### config.mk
export PLATFORM = sky130hd
export DESIGN_NAME = smb_idx_target
export DESIGN_NICKNAME = d
export VERILOG_FILES = /design/src/rtl/smb_idx_pkg.sv /design/src/rtl/smb_line_sync.sv /design/src/rtl/smb_txn_ctrl.sv /design/src/rtl/smb_idx_target.sv
export SDC_FILE = /design/constraint.sdc
export NUM_CORES = 1
export LEC_CHECK = 0
export CORE_MARGIN = 4
export CORE_UTILIZATION = 51
export CTS_CLUSTER_DIAMETER = 200
export DETAILED_ROUTE_END_ITERATION = 16
export GPL_TIMING_DRIVEN = 0
export PLACE_DENSITY = 0.86
export SLEW_MARGIN = 20
export SYNTH_ARGS = -nofsm -noshare
export SYNTH_HDL_FRONTEND = slang
export SYNTH_SLANG_ARGS = --single-unit
### constraint.sdc
create_clock -name clk -period 2 [get_ports clk]
set_input_delay 0.5 -clock clk [delete_from_list [all_inputs] [get_ports clk]]
set_output_delay 0.5 -clock clk [all_outputs]
set_load 0.005 [all_outputs]
### src/rtl/smb_idx_pkg.sv
`timescale 1ns/1ps
package smb_idx_pkg;

  typedef enum logic [2:0] {
    ST_IDLE,
    ST_ADDR,
    ST_WOFS,
    ST_WCNT,
    ST_WDATA,
    ST_RCNT,
    ST_RDATA,
    ST_IGNORE
  } txn_state_e;

  // address byte carries the 7-bit target address in its upper bits
  function automatic logic addr_hit(input logic [7:0] b, input logic [6:0] dev);
    return b[7:1] == dev;
  endfunction

  // acknowledge decision for a byte the target has just received
  function automatic logic rx_ack(input txn_state_e st, input logic [7:0] b,
                                  input logic [7:0] remain, input logic [6:0] dev);
    case (st)
      ST_ADDR:  return addr_hit(b, dev);
      ST_WOFS:  return 1'b1;
      ST_WCNT:  return b != 8'd0;
      ST_WDATA: return remain != 8'd0;
      default:  return 1'b0;
    endcase
  endfunction

  function automatic logic [7:0] idx_next(input logic [7:0] i);
    return i + 8'd1;
  endfunction

  function automatic logic idx_in_range(input logic [7:0] i, input int n);
    return 32'(i) < n;
  endfunction

endpackage

### src/rtl/smb_line_sync.sv
`timescale 1ns/1ps
module smb_line_sync #(
  parameter int STAGES = 2
) (
  input  logic clk,
  input  logic rst_n,
  input  logic scl_i,
  input  logic sda_i,
  output logic scl_s,
  output logic sda_s,
  output logic scl_rise,
  output logic scl_fall,
  output logic start_ev,
  output logic stop_ev
);

  logic [STAGES-1:0] scl_ff;
  logic [STAGES-1:0] sda_ff;
  logic              scl_q;
  logic              sda_q;

  // idle bus is high on both lines
  always_ff @(posedge clk or negedge rst_n) begin
    if (!rst_n) begin
      scl_ff <= '1;
      sda_ff <= '1;
      scl_q  <= 1'b1;
      sda_q  <= 1'b1;
    end else begin
      for (int k = STAGES - 1; k > 0; k--) begin
        scl_ff[k] <= scl_ff[k-1];
        sda_ff[k] <= sda_ff[k-1];
      end
      scl_ff[0] <= scl_i;
      sda_ff[0] <= sda_i;
      scl_q     <= scl_ff[STAGES-1];
      sda_q     <= sda_ff[STAGES-1];
    end
  end

  assign scl_s    = scl_ff[STAGES-1];
  assign sda_s    = sda_ff[STAGES-1];
  assign scl_rise = scl_s & ~scl_q;
  assign scl_fall = ~scl_s & scl_q;
  // SDA edges while SCL stays high mark bus conditions
  assign start_ev = scl_s & scl_q & sda_q & ~sda_s;
  assign stop_ev  = scl_s & scl_q & ~sda_q & sda_s;

endmodule

### src/rtl/smb_txn_ctrl.sv
`timescale 1ns/1ps
module smb_txn_ctrl
  import smb_idx_pkg::*;
#(
  parameter logic [6:0] DEV_ADDR = 7'h69,
  parameter logic [7:0] RD_COUNT = 8'd8
) (
  input  logic       clk,
  input  logic       rst_n,
  input  logic       scl_s,
  input  logic       sda_s,
  input  logic       scl_rise,
  input  logic       scl_fall,
  input  logic       start_ev,
  input  logic       stop_ev,
  input  logic [7:0] rd_byte,
  output logic       sda_drive,
  output logic [7:0] idx,
  output logic       wr_fire,
  output logic [7:0] wr_byte
);

  txn_state_e st;
  logic [3:0] bcnt;     // 0..7 data bits, 8 = ack slot low, 9 = ack slot high
  logic [7:0] rx_sh;
  logic [7:0] tx_sh;
  logic [7:0] remain;
  logic       acked;
  logic       mack;
  logic       is_tx;
  logic       ack_now;

  assign is_tx   = (st == ST_RCNT) || (st == ST_RDATA);
  assign ack_now = rx_ack(st, rx_sh, remain, DEV_ADDR);
  assign wr_fire = scl_fall && (bcnt == 4'd8) && (st == ST_WDATA) && (remain != 8'd0);
  assign wr_byte = rx_sh;

  always_ff @(posedge clk or negedge rst_n) begin
    if (!rst_n) begin
      st        <= ST_IDLE;
      bcnt      <= 4'd0;
      rx_sh     <= 8'd0;
      tx_sh     <= 8'd0;
      remain    <= 8'd0;
      idx       <= 8'd0;
      acked     <= 1'b0;
      mack      <= 1'b0;
      sda_drive <= 1'b0;
    end else if (start_ev) begin
      st        <= ST_ADDR;
      bcnt      <= 4'd0;
      sda_drive <= 1'b0;
    end else if (stop_ev) begin
      st        <= ST_IDLE;
      bcnt      <= 4'd0;
      sda_drive <= 1'b0;
    end else if (st != ST_IDLE && st != ST_IGNORE) begin
      if (scl_rise) begin
        if (bcnt < 4'd8) begin
          if (!is_tx) rx_sh <= {rx_sh[6:0], sda_s};
          bcnt <= bcnt + 4'd1;
        end else if (bcnt == 4'd8) begin
          mack <= ~sda_s;
          bcnt <= 4'd9;
        end
      end
      if (scl_fall) begin
        if (bcnt == 4'd8) begin
          // byte done: enter the acknowledge slot
          if (is_tx) begin
            sda_drive <= 1'b0;
            if (st == ST_RDATA) idx <= idx_next(idx);
          end else begin
            sda_drive <= ack_now;
            acked     <= ack_now;
            case (st)
              ST_WOFS:  idx    <= rx_sh;
              ST_WCNT:  remain <= rx_sh;
              ST_WDATA: if (remain != 8'd0) begin
                idx    <= idx_next(idx);
                remain <= remain - 8'd1;
              end
              default: ;
            endcase
          end
        end else if (bcnt == 4'd9) begin
          // acknowledge slot over: pick the next phase
          bcnt <= 4'd0;
          if (is_tx) begin
            if (mack) begin
              st        <= ST_RDATA;
              tx_sh     <= rd_byte;
              sda_drive <= ~rd_byte[7];
            end else begin
              st        <= ST_IGNORE;
              sda_drive <= 1'b0;
            end
          end else if (!acked) begin
            st        <= ST_IGNORE;
            sda_drive <= 1'b0;
          end else begin
            sda_drive <= 1'b0;
            case (st)
              ST_ADDR: if (rx_sh[0]) begin
                st        <= ST_RCNT;
                tx_sh     <= RD_COUNT;
                sda_drive <= ~RD_COUNT[7];
              end else begin
                st <= ST_WOFS;
              end
              ST_WOFS: st <= ST_WCNT;
              ST_WCNT: st <= ST_WDATA;
              default: ;
            endcase
          end
        end else if (is_tx && bcnt != 4'd0) begin
          tx_sh     <= {tx_sh[6:0], 1'b0};
          sda_drive <= ~tx_sh[6];
        end
      end
    end
  end

  // once ignoring, the target never pulls SDA
  a_r1_ignore_quiet: assert property (@(posedge clk) disable iff (!rst_n)
    (st == ST_IGNORE) |-> !sda_drive);

  // the index steps by one after every written byte
  a_r2_index_step: assert property (@(posedge clk) disable iff (!rst_n)
    wr_fire |=> (idx == $past(idx) + 8'd1));

  // STOP leaves the target idle with SDA released
  a_r6_stop_idle: assert property (@(posedge clk) disable iff (!rst_n)
    stop_ev |=> (st == ST_IDLE) && !sda_drive);

  // SDA drive moves only while the synchronized SCL is low
  a_r9_drive_scl_low: assert property (@(posedge clk) disable iff (!rst_n)
    !$stable(sda_drive) |-> !scl_s);

endmodule

### src/rtl/smb_idx_target.sv
`timescale 1ns/1ps
module smb_idx_target
  import smb_idx_pkg::*;
#(
  parameter int         NUM_REGS    = 16,
  parameter logic [6:0] DEV_ADDR    = 7'h69,
  parameter logic [7:0] RD_COUNT    = 8'd8,
  parameter int         SYNC_STAGES = 2
) (
  input  logic       clk,
  input  logic       rst_n,
  input  logic       scl_i,
  input  logic       sda_i,
  output logic       sda_oe,
  output logic [7:0] reg_addr,
  output logic [7:0] reg_wdata,
  output logic       reg_we,
  input  logic [7:0] reg_rdata
);

  logic       scl_s, sda_s, scl_rise, scl_fall, start_ev, stop_ev;
  logic       sda_drive, wr_fire, in_range;
  logic [7:0] idx, wr_byte, rd_masked;

  smb_line_sync #(.STAGES(SYNC_STAGES)) u_sync (
    .clk      (clk),
    .rst_n    (rst_n),
    .scl_i    (scl_i),
    .sda_i    (sda_i),
    .scl_s    (scl_s),
    .sda_s    (sda_s),
    .scl_rise (scl_rise),
    .scl_fall (scl_fall),
    .start_ev (start_ev),
    .stop_ev  (stop_ev)
  );

  smb_txn_ctrl #(.DEV_ADDR(DEV_ADDR), .RD_COUNT(RD_COUNT)) u_ctrl (
    .clk       (clk),
    .rst_n     (rst_n),
    .scl_s     (scl_s),
    .sda_s     (sda_s),
    .scl_rise  (scl_rise),
    .scl_fall  (scl_fall),
    .start_ev  (start_ev),
    .stop_ev   (stop_ev),
    .rd_byte   (rd_masked),
    .sda_drive (sda_drive),
    .idx       (idx),
    .wr_fire   (wr_fire),
    .wr_byte   (wr_byte)
  );

  // range gate: writes outside the bank vanish, reads there give zero
  assign in_range  = idx_in_range(idx, NUM_REGS);
  assign rd_masked = in_range ? reg_rdata : 8'h00;
  assign reg_we    = wr_fire && in_range;
  assign reg_addr  = idx;
  assign reg_wdata = wr_byte;
  assign sda_oe    = sda_drive;

endmodule

==> impl_metrics.tcl <==
set metrics [dict create \
    wl_mm 7.19 \
    n_fill_cell 409 \
    finalSetupViolations 11 \
    clockBufferDepth 2 \
    grt_pass1_vias 2451 \
    power.density_mw_per_mm2 1000 \
    cts_buffers 5 \
    avgViaCountPerCell 6.03 \
    syn_to_final_growth_pct 28.6 \
    crit_type "flop to output port" \
    coreArea_mm2 0.00517 \
    cap_violations 0 \
    port_buffers 29 \
    routed-wl-met3_um 455 \
    die_h_um 81.5 \
    cts_sinks 47 \
    ys.flop_type "dfrtp_1" \
    yosys.area.top_type_share_pct 37.3 \
    post-route-period-util_pct 112 \
    top_layer "met4" \
    grt_max_degree 33 \
    hold_path.class "primary input to asynchronous set/reset pin" \
    rsz0062_at_grt "yes" \
    slowest_stage "or4_4" \
    dpl_cell_area_mm2 0.00315 \
    cp.arrival_ns 1.74 \
    crit_path_max_incr_delay_ns 0.57 \
    yosys_warnings 0 \
    setup_slack_ns -0.237 \
    syn_area_mm2 0.00275 \
    worst_pin_slew_ns 0.512 \
    slew_violations 0 \
    initial_utilization_pct 53.2 \
    wl_met1_mm 3.26 \
    synth_nets 318 \
    finalSetupTns_ns -0.771 \
    ys_ff_latch 47 \
    clk_latency_ns 0.31 \
    synthCells 301 \
    netlist-cell-type-count 52 \
    place.detailed.hpwl_mm 4.62 \
    dr.pass1.iters 5 \
    track_usage_pct 22.7 \
    totalPowerFinal_mw 3.55 \
    synth.most_common_cell "dfrtp_1" \
    cts_tree "yes" \
    crit_family "simple AND/OR/NAND/NOR gates" \
    crit_fanout 2 \
    crit_chain "or4_4, o311ai_4, nor2_1, buf_2" \
    antenna_found_initial 0 \
    yosysSeqAreaShare_pct 43.0 \
    endpoint_kind "output port" \
    die_area_mm2 0.00664 \
    clkSlewWorstSetupHoldPaths_ns 0.10 \
    min_period_ns 2.24 \
    root_buffer "clkbuf_8" \
    hold_viol 0 \
    drc_errors 0 \
    grt_pass1_wl_mm 11.8 \
    io-pin-count 30 \
    p_leak_nw 1.48 \
    fin_skew_ns 0.0169 \
    start_kind "flop" \
    globalRouteOverflowTotal 0 \
    ys_async_sr_fraction_pct 100 \
    synth_area_leader_cell "dfrtp_1" \
    rows 26 \
    fmax_mhz 447 \
    avgRoutedWirePerCell_um 16.9 \
    drtIter0Drc 230 \
    synth_common_cells "dfrtp_1, nand2_1, o21ai_0" \
    antenna_left 0 \
    antenna_cells 0 \
    syn_area_per_cell_um2 9.15 \
    synth_edf_count 0 \
    status "finished, violations left" \
    path_buf_inv 1 \
    drive_gt1_share_pct 24.2 \
    peakVddDrop_uv 832 \
    cts_max_level 2 \
    dp_slack_ns -0.522 \
    place_congestion 0.913 \
    max_slew_margin_pct 65.8 \
    wl_met2_mm 3.35 \
    via_count 2564 \
    fin_area_mm2 0.00354 \
    violations "setup timing" \
    worstPathRequired_ns 1.50 \
    nNetsFinal 371 \
    die_w_um 81.5 \
    synth_area_leaders "dfrtp_1, mux2_2, o21ai_0" \
]
==> cell type report <==
type	count	area, µm²	area share [%]
Sequential cell	47	1190	33.5
Tap cell	70	87.6	2.47
Clock buffer	5	68.8	1.94
Timing Repair Buffer	47	444	12.5
Buffer	10	76.3	2.16
Multi-Input combinational cell	233	1570	44.4
Clock inverter	3	67.6	1.91
Inverter	10	37.5	1.06
==> path summary, 6_finish.rpt <==
path / startpoint / end / slack [ns] / depth (start not counted)
max: u_ctrl.remain[5] / reg_we / -0.24 / 4
min: rst_n / u_ctrl.bcnt[0] / 0.09 / 1
max reg2reg: u_ctrl.remain[5] / u_ctrl.idx[7] / -0.09 / 7
min reg2reg: u_sync.scl_ff[0] / u_sync.scl_ff[1] / 0.36 / 0
max in group asynchronous: rst_n / u_sync.sda_ff[0] / 1.33 / 2
min in group clk: u_sync.scl_ff[0] / u_sync.scl_ff[1] / 0.36 / 0
==> timing repair <==
action / in CTS / in global routing
endpoints found under the setup margin: 25 / 28
pin swaps: 6 / 3
hold buffers: 0 / 0
resized for setup: 19 / 14
buffers inserted: 8 / 9
==> logic make-up after synthesis <==
group | synth area share [%]
multiplexers | 8.00
adder cells (fa/ha/maj) | 2.27
AND/OR/NAND/NOR | 20.0
buffers and inverters | 4.13
XOR/XNOR | 1.64
flip-flops | 43.0
AO/OA/AOI/OAI | 21.0
==> per-layer routing <==
metal	GRT usage [%]	vias to the layer above
met3	4.06	16
li1	-	1195
met4	7.26	0
met1	30.8	1233
met5	0	-
met2	36.9	120
==> state kept, by name, indices dropped and copies added, names as in the netlist <==
signal and flops:
u_ctrl.wr_byte 8, u_sync.scl_q 1, u_sync.sda_q 1, u_sync.sda_ff 2, u_ctrl.st 3, u_sync.scl_ff 2, u_ctrl.mack 1, u_ctrl.idx 8
u_ctrl.acked 1, u_ctrl.sda_drive 1, u_ctrl.tx_sh 7, u_ctrl.bcnt 4, u_ctrl.remain 8
==> cells in the final DEF, fill, tap and decap left out, types with 3 or more instances in the layout <==
master            n
a31oi_1           4
dfrtp_1          39
nor3_1            4
nor2_1           26
nand2b_1          3
dfstp_2           6
a21oi_1          26
clkbuf_1          4
mux2i_1           4
nand4_1           5
nand3_1          14
o21ai_0          34
nor4_1            4
buf_6             6
buf_2             3
clkbuf_8          5
nand2_1          37
buf_4            15
clkdlybuf4s50_1  27
mux2_2           15
a21o_1            3
inv_1             9
ha_1              3
==> metrics by stage <==
step / cells / hold slack [ns] / util [%]
3_5_place_dp: 401 / 0.347 / 60.8
2_1_floorplan: 301 / 0.204 / -
4_1_cts: 416 / 0.109 / 65.9
5_1_grt: 425 / 0.114 / 68.5
6_report: 425 / 0.0882 / 68.5
3_3_place_gp: 400 / 0.346 / 60.5
==> power breakdown <==
group | leakage [nW] | switching, mW | internal [mW]
combinational | 0.835 | 0.653 | 0.683
sequential | 0.583 | 0.269 | 1.12
clock | 0.0644 | 0.336 | 0.498
total | 1.48 | 1.26 | 2.30
Power figures use the tool's default switching activity.
